<file path="src/rtl/evsched_pkg.sv">
package evsched_pkg;

   localparam int CHAN_W  = 4;
   localparam int PIN_CNT = 6;
   localparam int SWT_CNT = 4;

   localparam logic [CHAN_W-1:0] CH_PAIR_A  = 4'd6;
   localparam logic [CHAN_W-1:0] CH_PAIR_B  = 4'd7;
   localparam logic [CHAN_W-1:0] CH_AUX_CLR = 4'd14;
   localparam logic [CHAN_W-1:0] CH_ADC     = 4'd15;

   typedef struct packed {
      logic              lock;
      logic              aux_sel;
      logic              set_pin;
      logic              irq_en;
      logic [CHAN_W-1:0] chan;
   } ev_cmd_t;

   function automatic logic [PIN_CNT-1:0] pin_mask(input logic [CHAN_W-1:0] ch);
      logic [PIN_CNT-1:0] m;
      m = '0;
      if (ch < CHAN_W'(PIN_CNT))  m[ch[2:0]] = 1'b1;
      else if (ch == CH_PAIR_A)   m = 6'b000011;
      else if (ch == CH_PAIR_B)   m = 6'b001100;
      return m;
   endfunction

   function automatic logic [SWT_CNT-1:0] swt_mask(input logic [CHAN_W-1:0] ch);
      logic [SWT_CNT-1:0] m;
      m = '0;
      if (ch[3:2] == 2'b10) m[ch[1:0]] = 1'b1;
      return m;
   endfunction

endpackage

</file>
<file path="src/rtl/evsched_hold.sv">
module evsched_hold
   import evsched_pkg::*;
#(
   parameter int TIME_W = 16
) (
   input  logic              clk,
   input  logic              rst_n,
   input  logic              cmd_wr,
   input  ev_cmd_t           cmd_in,
   input  logic              time_wr,
   input  logic [TIME_W-1:0] time_in,
   input  logic              take,
   output logic              full,
   output ev_cmd_t           hold_cmd,
   output logic [TIME_W-1:0] hold_time
);

   ev_cmd_t cmd_q;

   always_ff @(posedge clk or negedge rst_n) begin
      if (!rst_n) begin
         cmd_q     <= '0;
         hold_cmd  <= '0;
         hold_time <= '0;
         full      <= 1'b0;
      end else begin
         if (cmd_wr) cmd_q <= cmd_in;
         if (time_wr) begin
            hold_cmd  <= cmd_q;
            hold_time <= time_in;
            full      <= 1'b1;
         end else if (take) begin
            full <= 1'b0;
         end
      end
   end

endmodule

</file>
<file path="src/rtl/evsched_table.sv">
module evsched_table
   import evsched_pkg::*;
#(
   parameter int N_ENT  = 8,
   parameter int TIME_W = 16
) (
   input  logic              clk,
   input  logic              rst_n,
   input  logic              ins_req,
   input  ev_cmd_t           ins_cmd,
   input  logic [TIME_W-1:0] ins_time,
   input  logic              flush,
   input  logic              lock_en,
   input  logic [TIME_W-1:0] main_time,
   input  logic [TIME_W-1:0] aux_time,
   output logic              take,
   output logic              fire,
   output ev_cmd_t           fire_cmd,
   output logic [N_ENT-1:0]  valid
);

   localparam int  IDX_W  = (N_ENT > 1) ? $clog2(N_ENT) : 1;
   localparam bit  POW2   = ((1 << IDX_W) == N_ENT);
   localparam logic [IDX_W-1:0] LAST = IDX_W'(N_ENT - 1);

   ev_cmd_t           cmd_mem  [N_ENT];
   logic [TIME_W-1:0] time_mem [N_ENT];
   logic [N_ENT-1:0]  valid_q, valid_d;
   logic [IDX_W-1:0]  ptr_q, ptr_nx, free_idx;
   logic              has_free, hit, keep;
   ev_cmd_t           cur_cmd;
   logic [TIME_W-1:0] ref_time;

   // lowest free slot
   always_comb begin
      has_free = 1'b0;
      free_idx = '0;
      for (int i = N_ENT - 1; i >= 0; i--) begin
         if (!valid_q[i]) begin
            has_free = 1'b1;
            free_idx = IDX_W'(i);
         end
      end
   end

   assign take     = ins_req && has_free && !flush;
   assign cur_cmd  = cmd_mem[ptr_q];
   assign ref_time = cur_cmd.aux_sel ? aux_time : main_time;
   assign hit      = valid_q[ptr_q] && (ref_time == time_mem[ptr_q]);
   assign keep     = cur_cmd.lock && lock_en;

   generate
      if (POW2) begin : g_wrap_nat
         assign ptr_nx = ptr_q + 1'b1;
      end else begin : g_wrap_cmp
         assign ptr_nx = (ptr_q == LAST) ? '0 : ptr_q + 1'b1;
      end
   endgenerate

   always_comb begin
      valid_d = valid_q;
      if (flush) begin
         valid_d = '0;
      end else begin
         if (hit && !keep) valid_d[ptr_q] = 1'b0;
         if (take)         valid_d[free_idx] = 1'b1;
      end
   end

   always_ff @(posedge clk or negedge rst_n) begin
      if (!rst_n) begin
         valid_q  <= '0;
         ptr_q    <= '0;
         fire     <= 1'b0;
         fire_cmd <= '0;
         for (int i = 0; i < N_ENT; i++) begin
            cmd_mem[i]  <= '0;
            time_mem[i] <= '0;
         end
      end else begin
         valid_q  <= valid_d;
         ptr_q    <= ptr_nx;
         fire     <= hit && !flush;
         fire_cmd <= cur_cmd;
         if (take) begin
            cmd_mem[free_idx]  <= ins_cmd;
            time_mem[free_idx] <= ins_time;
         end
      end
   end

   assign valid = valid_q;

endmodule

</file>
<file path="src/rtl/evsched_action.sv">
module evsched_action
   import evsched_pkg::*;
#(
   parameter int BOUND_LOG2 = 3
) (
   input  logic                  clk,
   input  logic                  rst_n,
   input  logic                  fire,
   input  ev_cmd_t               fire_cmd,
   output logic [PIN_CNT-1:0]    pins,
   output logic [SWT_CNT-1:0]    swt_hit,
   output logic                  irq,
   output logic                  adc_go,
   output logic                  aux_clr,
   output logic [BOUND_LOG2-1:0] phase
);

   logic [BOUND_LOG2-1:0] phase_q;
   logic [PIN_CNT-1:0]    shadow_q, mask;
   logic                  frame_end;

   assign mask      = pin_mask(fire_cmd.chan);
   assign frame_end = (phase_q == '1);

   always_ff @(posedge clk or negedge rst_n) begin
      if (!rst_n) begin
         phase_q  <= '0;
         shadow_q <= '0;
         swt_hit  <= '0;
         irq      <= 1'b0;
         adc_go   <= 1'b0;
         aux_clr  <= 1'b0;
      end else begin
         phase_q <= phase_q + 1'b1;
         if (fire) begin
            shadow_q <= fire_cmd.set_pin ? (shadow_q | mask) : (shadow_q & ~mask);
         end
         swt_hit <= fire ? swt_mask(fire_cmd.chan) : '0;
         irq     <= fire && fire_cmd.irq_en;
         adc_go  <= fire && (fire_cmd.chan == CH_ADC);
         aux_clr <= fire && (fire_cmd.chan == CH_AUX_CLR);
      end
   end

   generate
      for (genvar p = 0; p < PIN_CNT; p++) begin : g_pin
         logic pin_q;
         always_ff @(posedge clk or negedge rst_n) begin
            if (!rst_n)         pin_q <= 1'b0;
            else if (frame_end) pin_q <= shadow_q[p];
         end
         assign pins[p] = pin_q;
      end
   endgenerate

   assign phase = phase_q;

endmodule

</file>
<file path="src/rtl/evsched_cam.sv">
module evsched_cam
   import evsched_pkg::*;
#(
   parameter int N_ENT      = 8,
   parameter int TIME_W     = 16,
   parameter int BOUND_LOG2 = 3
) (
   input  logic              clk,
   input  logic              rst_n,
   input  logic              cmd_wr,
   input  logic [7:0]        cmd_data,
   input  logic              time_wr,
   input  logic [TIME_W-1:0] time_data,
   input  logic              lock_en,
   input  logic              flush,
   input  logic [TIME_W-1:0] main_time,
   input  logic [TIME_W-1:0] aux_time,
   output logic [5:0]        pins,
   output logic [3:0]        swt_hit,
   output logic              irq,
   output logic              adc_go,
   output logic              aux_clr,
   output logic              hold_busy
);

   generate
      if (N_ENT < 2)       begin : g_bad_depth $error("N_ENT must be at least 2"); end
      if (TIME_W < 2)      begin : g_bad_width $error("TIME_W must be at least 2"); end
      if (BOUND_LOG2 < 1)  begin : g_bad_frame $error("BOUND_LOG2 must be at least 1"); end
      if ($bits(ev_cmd_t) != 8) begin : g_bad_cmd $error("command must be one byte"); end
   endgenerate

   ev_cmd_t               hold_cmd, fire_cmd;
   logic [TIME_W-1:0]     hold_time;
   logic                  take, fire;
   logic [N_ENT-1:0]      tbl_valid;
   logic [BOUND_LOG2-1:0] phase_w;

   evsched_hold #(.TIME_W(TIME_W)) u_hold (
      .clk       (clk),
      .rst_n     (rst_n),
      .cmd_wr    (cmd_wr),
      .cmd_in    (ev_cmd_t'(cmd_data)),
      .time_wr   (time_wr),
      .time_in   (time_data),
      .take      (take),
      .full      (hold_busy),
      .hold_cmd  (hold_cmd),
      .hold_time (hold_time)
   );

   evsched_table #(.N_ENT(N_ENT), .TIME_W(TIME_W)) u_tbl (
      .clk       (clk),
      .rst_n     (rst_n),
      .ins_req   (hold_busy),
      .ins_cmd   (hold_cmd),
      .ins_time  (hold_time),
      .flush     (flush),
      .lock_en   (lock_en),
      .main_time (main_time),
      .aux_time  (aux_time),
      .take      (take),
      .fire      (fire),
      .fire_cmd  (fire_cmd),
      .valid     (tbl_valid)
   );

   evsched_action #(.BOUND_LOG2(BOUND_LOG2)) u_act (
      .clk      (clk),
      .rst_n    (rst_n),
      .fire     (fire),
      .fire_cmd (fire_cmd),
      .pins     (pins),
      .swt_hit  (swt_hit),
      .irq      (irq),
      .adc_go   (adc_go),
      .aux_clr  (aux_clr),
      .phase    (phase_w)
   );

endmodule

</file>
<file path="config.mk">
export PLATFORM = sky130hd
export DESIGN_NAME = evsched_cam
export DESIGN_NICKNAME = d
export VERILOG_FILES = /design/src/rtl/evsched_pkg.sv /design/src/rtl/evsched_hold.sv /design/src/rtl/evsched_table.sv /design/src/rtl/evsched_action.sv /design/src/rtl/evsched_cam.sv
export SDC_FILE = /design/constraint.sdc
export NUM_CORES = 1
export LEC_CHECK = 0
export CORE_MARGIN = 2
export CORE_UTILIZATION = 59
export DETAILED_ROUTE_END_ITERATION = 6
export HOLD_SLACK_MARGIN = 0.05
export PLACE_DENSITY_LB_ADDON = 0.12
export SLEW_MARGIN = 10
export SYNTH_ARGS = -nofsm -noshare
export SYNTH_HDL_FRONTEND = slang
export SYNTH_SLANG_ARGS = --single-unit
</file>
<file path="constraint.sdc">
create_clock -name clk -period 3.3 [get_ports clk]
set_clock_uncertainty 0.05 [all_clocks]
set_input_delay 0.33 -clock clk [delete_from_list [all_inputs] [get_ports clk]]
set_output_delay 0.33 -clock clk [all_outputs]
set_load 0.02 [all_outputs]
</file>
==> metrics.md <==
| Metric | Value |
|---|---|
| VDD IR max | `0.428 mV` |
| Type of element capturing the critical path | `flop` |
| Tightest Hold Check Type | `primary input to async pin` |
| Crit path from | `u_tbl.ptr_q[1]` |
| Synth area leader | `sky130_fd_sc_hd__dfrtp_1` |
| Number of nets in the layout | `around 1,100` |
| Maximum operating frequency | `about 310 MHz` |
| Clk pwr share | `approximately 38%` |
| Final Util | `70.4%` |
| Clock tree from TritonCTS | `built` |
| Post-placement cell area | `13,300 sq um` |
| DP Wirelength | `between 15,000 and 20,000 microns` |
| Critical Path Sink | `u_tbl.valid[4]` |
| Sort of element at the start of the critical path | `flop` |
| Die W | `147 microns` |
| GRT met2 Usage | `49.4%` |
| Commonest cells after routing, fill and taps aside | `sky130_fd_sc_hd__dfrtp_1 (262), sky130_fd_sc_hd__mux2_2 (244), sky130_fd_sc_hd__clkdlybuf4s50_1 (74)` |
| Layout cells sized above 1 | `36.7%` |
| Number of max-cap violations | `0` |
| Place WS | `0.144 ns` |
| Placeable core region | `20,200 sq um` |
| Number of buffers between clock root and the deepest sink | `3` |
| Critical path required time | `3.62 ns` |
| Leakage | `6.52 nW` |
| Post-route insts no fill | `1,279` |
| Clock input transition at the sequential cells of the worst setup and hold paths | `~0.06 ns` |
| Worst stage delay on the critical path | `between 0.5 and 0.6 ns` |
| Final WL | `30,000 microns` |
| Post-route setup slack | `0.116 ns` |
| Proportion of netlist area held by the largest area contributor | `54.7%` |
| Max stage delay cell, worst path | `sky130_fd_sc_hd__dfrtp_2` |
| CTS buffer count | `27` |
| Period minus WS final | `3.18 ns` |
| Post-synthesis instance area | `roughly 12,000 sq um` |
| Cell types occupying the most area after synthesis | `sky130_fd_sc_hd__dfrtp_1 (55%), sky130_fd_sc_hd__mux2_2 (23%), sky130_fd_sc_hd__mux4_2 (3.2%), sky130_fd_sc_hd__mux2i_1 (2.4%), sky130_fd_sc_hd__nand2_1 (1.2%)` |
| Fraction of power spent switching nets | `25.1%` |
| Count of H-tree levels built during CTS | `1` |
| Number of clock sinks | `265` |
| Distinct cell type count of the synthesized netlist | `70` |
| Outcome | `finished clean` |
| Total congestion overflow after global routing | `0` |
| Cell Chain, Critical Path | `or2_1, o22a_2, buf_4, and3_1, o21ai_0, nor4b_1, nand4_2, nor3_2, a41oi_1` |
| Overall track demand over capacity in global routing | `between 20% and 30%` |
| Internal power consumption | `a little over 6 mW` |
| DIE AREA | `between 20,000 and 25,000 sq um` |
| GR met3 Demand/Resource | `slightly above 4%` |
| Clock root buffer | `sky130_fd_sc_hd__clkbuf_16` |
| Number of global-route vias before repair | `between 8,000 and 9,000` |
| Portion of the clock cycle consumed by the worst path in the final layout | `96.5%` |
| Cell Pwr Density | `about 580 nW/um^2` |
| Antenna cells | `0` |
| Layout Area Growth over Synthesis | `17.4%` |
| Total number of vias | `between 8,000 and 9,000` |
| Worst Path Max Fanout | `15` |
| Transition time at the pin with the least slew margin | `0.603 ns` |
| Routed wire length per instance | `23.5 microns` |
| Met1 global-route usage | `about 39%` |
| Maximum number of pins on one net before global-route repair | `91` |
| Reg-to-reg slack, setup | `0.12 ns` |
| Final-report hold violation count | `0` |
| Number of nets produced by synthesis | `between 900 and 1,000` |
| Reg2Reg Depth | `9` |
| Top-level I/O count | `between 70 and 80` |
| Switching pwr | `2.07 mW` |
| Leading cell type in the layout, fill and taps excluded | `sky130_fd_sc_hd__dfrtp_1` |
| Die H | `147 microns` |
| Summed area of non-filler cells in the final layout | `14,200 sq um` |
| Initial Utilization | `~60%` |
| First-pass GRT wire length | `48,100 microns` |
| Final total negative setup slack | `0 ns` |
| Share of total power in combinational logic | `14.7%` |
| Final count of negative-setup-slack endpoints | `0` |
| Gate count of the mapped netlist | `901` |
| Prevailing post-synth register cell | `sky130_fd_sc_hd__dfrtp_1` |
| Type of the worst setup path | `flop to flop` |
| Clock network latency to the later pin of the worst-skew pair | `0.54 ns` |
| Last weighted congestion value of the routability-driven placer | `approximately 0.94` |
| Worst slew margin | `about 60%` |
| Setup repair after global routing missed its margin | `no` |
| Final count of pins violating max slew | `0` |
| Sequential fraction of the synthesis area | `between 50% and 60%` |
| Number of remaining DRC errors | `0` |
| Number of antenna violations at the first check in global routing | `0` |
| Portion of total power attributed to sequential cells | `47.5%` |
| Number of antenna-violating nets in the routed design | `0` |
| Startpoint of the worst-slack reg-to-reg timing path | `u_tbl.ptr_q[1]` |
| Number of storage elements in the synthesis netlist | `around 270` |
| Warnings from Yosys | `0` |
| Post-synth EDFFs | `0` |
| Arrival time at the worst endpoint | `3.51 ns` |
| Via-to-Cell Ratio | `6.28` |
| Busiest layer in global routing | `met2` |
| Number of port buffers | `75` |
| Async set-or-reset flop fraction in the synthesized netlist | `100%` |
| Worst R2R End | `u_tbl.valid[4]` |
| Cell Count Post-Placement | `1,227` |
| Mean area per synthesized cell | `13.5 sq um` |
| Iteration-0 DRC count of the detailed router | `508` |
| Iteration count of the initial detailed-routing pass | `6` |
| Std cell rows | `52` |
cells by family after synthesis:
| group | count (synthesis) | synth area share (%) |
|---|---|---|
| mux | 290 | 28.2 |
| fa+ha+maj | 3 | 0.310 |
| xor+xnor | 7 | 0.506 |
| simple gates | 140 | 6.21 |
| compound gates | 118 | 6.88 |
| flops | 265 | 54.7 |
| buf+inv | 78 | 3.20 |
sequential cells by signal, indices dropped and copies added (netlist names), named ones only:
| name | count |
|---|---|
| u_act.swt_hit | 4 |
| u_hold.full | 1 |
| u_tbl.ptr_q | 3 |
| u_tbl.time_mem | 128 |
| u_tbl.valid | 8 |
| u_tbl.fire | 1 |
| u_tbl.cmd_mem | 64 |
| u_hold.hold_time | 16 |
| u_hold.hold_cmd | 8 |
| u_hold.cmd_q | 8 |
| u_act.irq | 1 |
| u_tbl.fire_cmd | 6 |
| u_act.aux_clr | 1 |
| u_act.adc_go | 1 |
| u_act.g_pin.pin_q | 6 |
| u_act.phase | 3 |
routing by layer:
layer  routed length (microns)  part of all wire (%)
met2                     15100                    50
met1                     12500                    42
met3                      1790                   6.0
met5                         0                     0
met4                       583                   1.9
power groups by stage:
| stage | sequential [mW] | combinational, mW | clock [mW] |
|---|---|---|---|
| 6_report | 3.91 | 1.21 | 3.12 |
| 5_1_grt | 3.96 | 1.31 | 3.30 |
| 4_1_cts | 3.90 | 1.18 | 3.17 |
| 3_5_place_dp | 3.95 | 1.17 | 0 |
| 3_3_place_gp | 3.93 | 1.11 | 0 |
| 2_1_floorplan | 3.85 | 0.835 | 0 |
layout make-up:
cell class	instances	area, sq um
flip-flops and latches	265	6640
repair buffers	121	1150
well taps	270	338
multi-input cells	558	5130
fillers	1365	5990
clock buffers	38	787
inverters	17	63.8
clock inverters	10	129
Yosys cell counts, types with 4 or more instances:
master,number
sky130_fd_sc_hd__buf_1,6
sky130_fd_sc_hd__nor2_1,20
sky130_fd_sc_hd__a21o_1,7
sky130_fd_sc_hd__buf_2,7
sky130_fd_sc_hd__xnor2_1,5
sky130_fd_sc_hd__a311oi_1,4
sky130_fd_sc_hd__o221ai_1,12
sky130_fd_sc_hd__a221oi_1,7
sky130_fd_sc_hd__mux2i_1,29
sky130_fd_sc_hd__a21oi_1,15
sky130_fd_sc_hd__nor3_1,8
sky130_fd_sc_hd__mux2_2,244
sky130_fd_sc_hd__and3_1,5
sky130_fd_sc_hd__buf_4,12
sky130_fd_sc_hd__nand2b_1,10
sky130_fd_sc_hd__inv_1,16
sky130_fd_sc_hd__nand3_1,22
sky130_fd_sc_hd__nand2_1,40
sky130_fd_sc_hd__mux4_2,17
sky130_fd_sc_hd__nor2b_1,6
sky130_fd_sc_hd__o21ai_0,22
sky130_fd_sc_hd__nor3b_1,6
sky130_fd_sc_hd__a22oi_1,4
sky130_fd_sc_hd__dfrtp_1,265
sky130_fd_sc_hd__clkbuf_1,30
sky130_fd_sc_hd__o22ai_1,12
metrics by stage:
step	power (mW)	hold WS, ns
5_1_grt	8.57	0.349
6_report	8.24	0.314
3_3_place_gp	5.04	0.294
4_1_cts	8.25	0.336
2_1_floorplan	4.68	-0.0156
3_5_place_dp	5.12	0.299
worst max-delay path, delay by kind of cell, from the launching register on:
family,cells,cell delay (ns)
simple gates,5,1.55
compound gates,3,0.70
buf+inv,1,0.18
flops,1,0.54
what timing repair did:
action / in CTS / in global routing
endpoints found under the setup margin: 0 / 9
hold endpoints to repair: 75 / 0
resized for setup: 0 / 3
hold buffers: 1 / 0
buffers inserted: 0 / 3
worst min-delay path by stage:
stage                           end  slack [ns]  depth (start not counted)
2_1_floorplan             async pin       -0.02                          0
3_3_place_gp        u_hold.cmd_q[0]        0.29                          1
3_5_place_dp        u_hold.cmd_q[4]        0.30                          1
4_1_cts             u_hold.cmd_q[4]        0.34                          2
5_1_grt        u_hold.hold_time[11]        0.35                          2
6_report            u_hold.cmd_q[4]        0.31                          2
Note: power is estimated with default switching activity, not from simulation.
